[src/rtl/twin_dac_pkg.sv]
package twin_dac_pkg;
  localparam int LO_W        = 8;
  localparam int HI_W        = 4;
  localparam int CODE_W      = LO_W + HI_W;
  localparam int NCH         = 2;
  localparam int CH_W        = (NCH > 1) ? $clog2(NCH) : 1;
  localparam int ADDR_W      = CH_W + 1;
  localparam int SYNC_STAGES = 2;
endpackage

[src/rtl/tdl_rst_sync.sv]
module tdl_rst_sync #(
  parameter int STAGES = twin_dac_pkg::SYNC_STAGES
) (
  input  logic clk,
  input  logic wipe_n,
  output logic rst_n
);
  logic [STAGES-1:0] sr;

  // Asserts as soon as wipe_n falls; releases after STAGES rising edges.
  always_ff @(posedge clk or negedge wipe_n) begin
    if (!wipe_n) sr <= '0;
    else         sr <= {sr[STAGES-2:0], 1'b1};
  end

  assign rst_n = sr[STAGES-1];
endmodule

[src/rtl/tdl_decode.sv]
module tdl_decode #(
  parameter int NCH    = twin_dac_pkg::NCH,
  parameter int CH_W   = twin_dac_pkg::CH_W,
  parameter int ADDR_W = twin_dac_pkg::ADDR_W
) (
  input  logic              sel_n,
  input  logic              wstb_n,
  input  logic              xfer_n,
  input  logic [ADDR_W-1:0] addr,
  output logic [NCH-1:0]    wr_lo,
  output logic [NCH-1:0]    wr_hi,
  output logic              xfer
);
  logic load;

  assign load = !sel_n && !wstb_n;
  assign xfer = !xfer_n && !wstb_n;

  for (genvar c = 0; c < NCH; c++) begin : g_ch
    logic hit;
    assign hit      = load && (addr[ADDR_W-1:1] == CH_W'(c));
    assign wr_lo[c] = hit && !addr[0];
    assign wr_hi[c] = hit &&  addr[0];
  end
endmodule

[src/rtl/tdl_chan.sv]
module tdl_chan #(
  parameter int LO_W = twin_dac_pkg::LO_W,
  parameter int HI_W = twin_dac_pkg::HI_W,
  localparam int CODE_W = LO_W + HI_W
) (
  input  logic              clk,
  input  logic              rst_n,
  input  logic              wr_lo,
  input  logic              wr_hi,
  input  logic              xfer,
  input  logic [LO_W-1:0]   din,
  output logic [CODE_W-1:0] code,
  output logic              changed
);
  logic [LO_W-1:0]   lo_q, lo_nx;
  logic [HI_W-1:0]   hi_q, hi_nx;
  logic [CODE_W-1:0] code_q;
  logic [CODE_W-1:0] staged_nx;
  logic              chg_q;

  always_comb begin
    lo_nx     = wr_lo ? din : lo_q;
    hi_nx     = wr_hi ? din[HI_W-1:0] : hi_q;
    staged_nx = {hi_nx, lo_nx};
  end

  always_ff @(posedge clk or negedge rst_n) begin
    if (!rst_n) begin
      lo_q   <= '0;
      hi_q   <= '0;
      code_q <= '0;
      chg_q  <= 1'b0;
    end else begin
      lo_q  <= lo_nx;
      hi_q  <= hi_nx;
      if (xfer) code_q <= staged_nx;
      chg_q <= xfer && (staged_nx != code_q);
    end
  end

  assign code    = code_q;
  assign changed = chg_q;

  p_lo_load_r1: assert property (@(posedge clk) disable iff (!rst_n)
    wr_lo |=> lo_q == $past(din));
  p_hi_mask_r7: assert property (@(posedge clk) disable iff (!rst_n)
    wr_hi |=> hi_q == $past(din[HI_W-1:0]));
  p_hold_r6: assert property (@(posedge clk) disable iff (!rst_n)
    (!wr_lo && !wr_hi && !xfer) |=> ($stable(code_q) && $stable(lo_q) && $stable(hi_q)));
  p_xfer_r3: assert property (@(posedge clk) disable iff (!rst_n)
    (xfer && !wr_lo && !wr_hi) |=> code_q == {hi_q, lo_q});
  p_transp_r4: assert property (@(posedge clk) disable iff (!rst_n)
    (xfer && wr_lo) |=> code_q[LO_W-1:0] == $past(din));
  p_pulse_r8: assert property (@(posedge clk) disable iff (!rst_n)
    chg_q == (code_q != $past(code_q)));
endmodule

[src/rtl/twin_dac_loader.sv]
module twin_dac_loader
  import twin_dac_pkg::*;
(
  input  logic              clk,
  input  logic              wipe_n,
  input  logic              sel_n,
  input  logic              wstb_n,
  input  logic              xfer_n,
  input  logic [ADDR_W-1:0] addr,
  input  logic [LO_W-1:0]   bus,
  output logic [CODE_W-1:0] code_a,
  output logic [CODE_W-1:0] code_b,
  output logic              out_changed
);
  logic                  rst_n;
  logic [NCH-1:0]        wr_lo, wr_hi, chg;
  logic                  xfer;
  logic [CODE_W-1:0]     codes [NCH];

  tdl_rst_sync #(.STAGES(SYNC_STAGES)) u_sync (
    .clk(clk), .wipe_n(wipe_n), .rst_n(rst_n)
  );

  tdl_decode #(.NCH(NCH), .CH_W(CH_W), .ADDR_W(ADDR_W)) u_dec (
    .sel_n(sel_n), .wstb_n(wstb_n), .xfer_n(xfer_n), .addr(addr),
    .wr_lo(wr_lo), .wr_hi(wr_hi), .xfer(xfer)
  );

  for (genvar c = 0; c < NCH; c++) begin : g_chan
    tdl_chan #(.LO_W(LO_W), .HI_W(HI_W)) u_chan (
      .clk(clk), .rst_n(rst_n), .wr_lo(wr_lo[c]), .wr_hi(wr_hi[c]),
      .xfer(xfer), .din(bus), .code(codes[c]), .changed(chg[c])
    );
  end

  assign code_a      = codes[0];
  assign code_b      = codes[1];
  assign out_changed = |chg;

  p_release_r5: assert property (@(posedge clk) disable iff (!rst_n)
    $rose(rst_n) |-> (code_a == '0 && code_b == '0 && !out_changed));
endmodule

[config.mk]
export PLATFORM = sky130hd
export DESIGN_NAME = twin_dac_loader
export DESIGN_NICKNAME = d
export VERILOG_FILES = /design/src/rtl/twin_dac_pkg.sv /design/src/rtl/tdl_rst_sync.sv /design/src/rtl/tdl_decode.sv /design/src/rtl/tdl_chan.sv /design/src/rtl/twin_dac_loader.sv
export SDC_FILE = /design/constraint.sdc
export NUM_CORES = 1
export LEC_CHECK = 0
export BUFFER_PORTS_ARGS = -buffer_cell sky130_fd_sc_hd__buf_2
export CORE_MARGIN = 2
export CORE_UTILIZATION = 40
export DETAILED_ROUTE_END_ITERATION = 6
export SETUP_SLACK_MARGIN = 0.2
export SLEW_MARGIN = 15
export SYNTH_ARGS = -nofsm -noshare
export SYNTH_HDL_FRONTEND = slang
export SYNTH_SLANG_ARGS = --single-unit
export TNS_END_PERCENT = 5
[constraint.sdc]
create_clock -name clk -period 1.4 [get_ports clk]
set_input_delay 0.35 -clock clk [delete_from_list [all_inputs] [get_ports clk]]
set_output_delay 0.35 -clock clk [all_outputs]
set_load 0.005 [all_outputs]
==> results.cfg <==
[critical_path]
r2r_cells = 5
r2r-end = g_chan[0].u_chan.changed
worstReg2RegStart = g_chan[0].u_chan.code[0]
worstSetupEndpointType = flop
crit_type = in2reg
startpoint_type = input port
crit_arrival_ns = 1.81
rrSetupSlack_ns = -0.15
worstPathRequired_ns = 1.57
crit_fanout = 5

[global_route]
track_usage = 0.1844
grt_max_degree = 51
antenna_found_initial = 0
globalRouteOverflowTotal = 0
grt_pass1_vias = 2023
grt_pass1_wl_mm = 10.10

[floorplanning]
die_h_um = 82.92
initial_utilization = 0.4183
ios = 40
rows = 28
core_um2 = 5956
die_w_um = 82.92
die_area_um2 = 6875

[cells_and_area]
area_delta_synth_final_pct = 44.25
post-route-util = 0.6034
fin_nets = 338
fillers = 510
drive_gt1_frac = 0.4475
fin_cells = 399
num_antenna_cells = 0

[cts]
cts_tree = built
htreeDepth = 2
clk_latency_ns = 0.30
clock-sinks = 52
cts_buffers = 5
cts-root-buf = clkbuf_8
clk_path_buf_depth = 2
path_clk_slew_ns = 0.09

[timing]
layout_setup_ws_ns = -0.2455
hold_viol = 0
max_freq_mhz = 607.7
rsz0062_at_grt = yes
fin_crit_sh = 1.175
fin_skew_ns = 0.005245
setup_violations = 11
drv_slew = 0
period_needed_ns = 1.645

[placement]
placed_cells = 382
dp_hpwl_mm = 4.467
finalWeightedCongestion = 0.8554
port_buffers = 39

[logic_synthesis]
synth_top_cell_by_area = dfrtp_1
synthesis.area_um2 = 2491
ys_warn_count = 0
yosys_register_bits = 52
yosys-mux-area-fraction = 0.1226
synth_nets = 244
syn_inst = 229
synth_xor_area_frac = 0.07032
ys_top_cells_by_area = dfrtp_1 52%, mux2_2 7.2%, xor2_1 4.6%, mux2i_1 4.4%, nand2_1 4.1%
synth_compound_area_frac = 0.1085
synth_top_family_by_area = multiplexers
yosys.area_share.simple = 0.1205
yosysTopAreaCellShare = 0.5224
synth_fa_ha_area_frac = 0
ys_seq_area_frac = 0.5224
synth_cell_types = 39
syn_avg_cell_area_um2 = 10.88

[power]
p_per_area_nw_per_um2 = 1338
power.internal_uw = 3317
ir_drop_uv = 595.7
p_switching_uw = 1490
combinationalPowerShare = 0.373
pwr-share-clk = 0.192
switching_share = 0.3100
seq_power_share = 0.435
leakage_uw = 0.001733

[run_status]
run_status = complete, but fails checks
violations = negative setup slack

[hold_path]
hold_class = reg2async

[detailed_routing]
routed_via_density = 5.030
routedWlPerCell_um = 15.44
drc_errors = 0
dr.pass1.iters = 4
wl_mm = 6.161
drt_iter0_markers = 101
dr_total_vias = 2007
antenna_left = 0

[run]
maxCapViolations = 0
## flip-flops by register name, indices dropped and copies added (netlist names)
name                   cells
g_chan.u_chan.hi_q         8
g_chan.u_chan.lo_q        16
u_sync.sr                  2
g_chan.u_chan.code        24
g_chan.u_chan.changed      2
## cell type report
cell class	instances	area [um2]	area share
sequential	52	1303	0.3625
timing repair buffer	98	848.3	0.2361
tap	75	93.84	0.02611
multi-input combinational	144	1166	0.3245
clock buffer	8	100.1	0.02786
inverter	22	82.58	0.02298
## how the worst max path moves through the flow
stage               startpoint                        to  slack [ns]  cells past startpoint
floorplan              addr[0]  g_chan[0].u_chan.changed       -0.32                      5
global placement         sel_n  g_chan[1].u_chan.changed       -0.53                      6
detailed placement      wstb_n  g_chan[0].u_chan.changed       -0.61                      8
CTS                      sel_n  g_chan[0].u_chan.changed       -0.24                      6
global route             sel_n  g_chan[0].u_chan.changed       -0.30                      6
finish                   sel_n  g_chan[0].u_chan.changed       -0.25                      6
## critical path, stage by stage
cell	delay, ns
buf_12	0.11
buf_6	0.11
or4_4	0.54
mux2i_2	0.19
a222oi_1	0.36
a41oi_1	0.16
## through the flow
step	power (uW)	area [um2]	hold slack (ns)	setup slack (ns)	setup TNS [ns]
finish	4806	3593	0.2396	-0.2455	-0.8548
global route	5101	3593	0.2969	-0.2980	-1.308
floorplan	2848	2520	0.05441	-0.3217	-9.767
global placement	3537	3156	0.1350	-0.5344	-11.38
CTS	4758	3476	0.2745	-0.2389	-0.7131
detailed placement	3578	3156	0.1374	-0.6106	-11.98
## timing repair
action / in CTS / in global routing
hold buffers: 1 / 0
gates resized for setup: 48 / 23
hold endpoints to repair: 2 / 0
pin swaps: 9 / 7
setup buffers: 3 / 5
endpoints found under the setup margin: 65 / 64
## cells by family (layout without fill, tap and decap cells)
kind of cell,Yosys count,in the layout
buf+inv,33,128
simple gates,56,56
flops,52,52
mux,28,28
compound gates,39,39
other cells,1,1
xor+xnor,20,20
## synth_stat cells, drive strengths merged
cell and n:
or4 2, a211oi 1, nand2 27, xnor2 7, nor4b 2, o221ai 1, inv 22, nor4 3
o2111a 2, buf 5, and4 1, a31oi 3, nor2 6, or2 2, xor2 13, clkbuf 6
a2111oi 3, nor3 4, nand2b 2, a221oi 1, a41oi 1, a32oi 1, o21ai 13, o2bb2ai 1
a21oi 6, conb 1, o22ai 1, o2111ai 1, a222oi 3, nor2b 6, a2111o 1, dfrtp 52
and4bb 1, mux2 17, mux2i 11
## cell usage in the layout (no fill, tap or decap), drive strengths merged, types with 3 or more instances in the layout
| cell type | netlist | final |
|---|---|---|
| nor2b | 6 | 6 |
| a2111oi | 3 | 3 |
| inv | 22 | 22 |
| mux2 | 17 | 17 |
| a21oi | 6 | 6 |
| nand2 | 27 | 27 |
| xor2 | 13 | 13 |
| dfrtp | 52 | 52 |
| nor3 | 4 | 4 |
| a222oi | 3 | 3 |
| nor2 | 6 | 6 |
| a31oi | 3 | 3 |
| nor4 | 3 | 3 |
| xnor2 | 7 | 7 |
| o21ai | 13 | 13 |
| buf | 5 | 97 |
| clkbuf | 6 | 8 |
| mux2i | 11 | 11 |
## power groups by stage
| stage | logic [uW] | registers, uW | clock network, uW |
|---|---|---|---|
| 6_report | 1790 | 2090 | 922 |
| 2_1_floorplan | 733 | 2120 | 0 |
| 5_1_grt | 1950 | 2140 | 1010 |
| 3_3_place_gp | 1450 | 2090 | 0 |
| 4_1_cts | 1720 | 2090 | 948 |
| 3_5_place_dp | 1480 | 2100 | 0 |
## layer usage
metal,global-route usage,vias to the layer above,part of all wire
li1,-,971,-
met2,0.2940,36,0.49
met1,0.2473,992,0.46
met3,0.03877,8,0.036
met5,0,-,0
met4,0.07004,0,0.017
(Power assumes the default switching activity.)
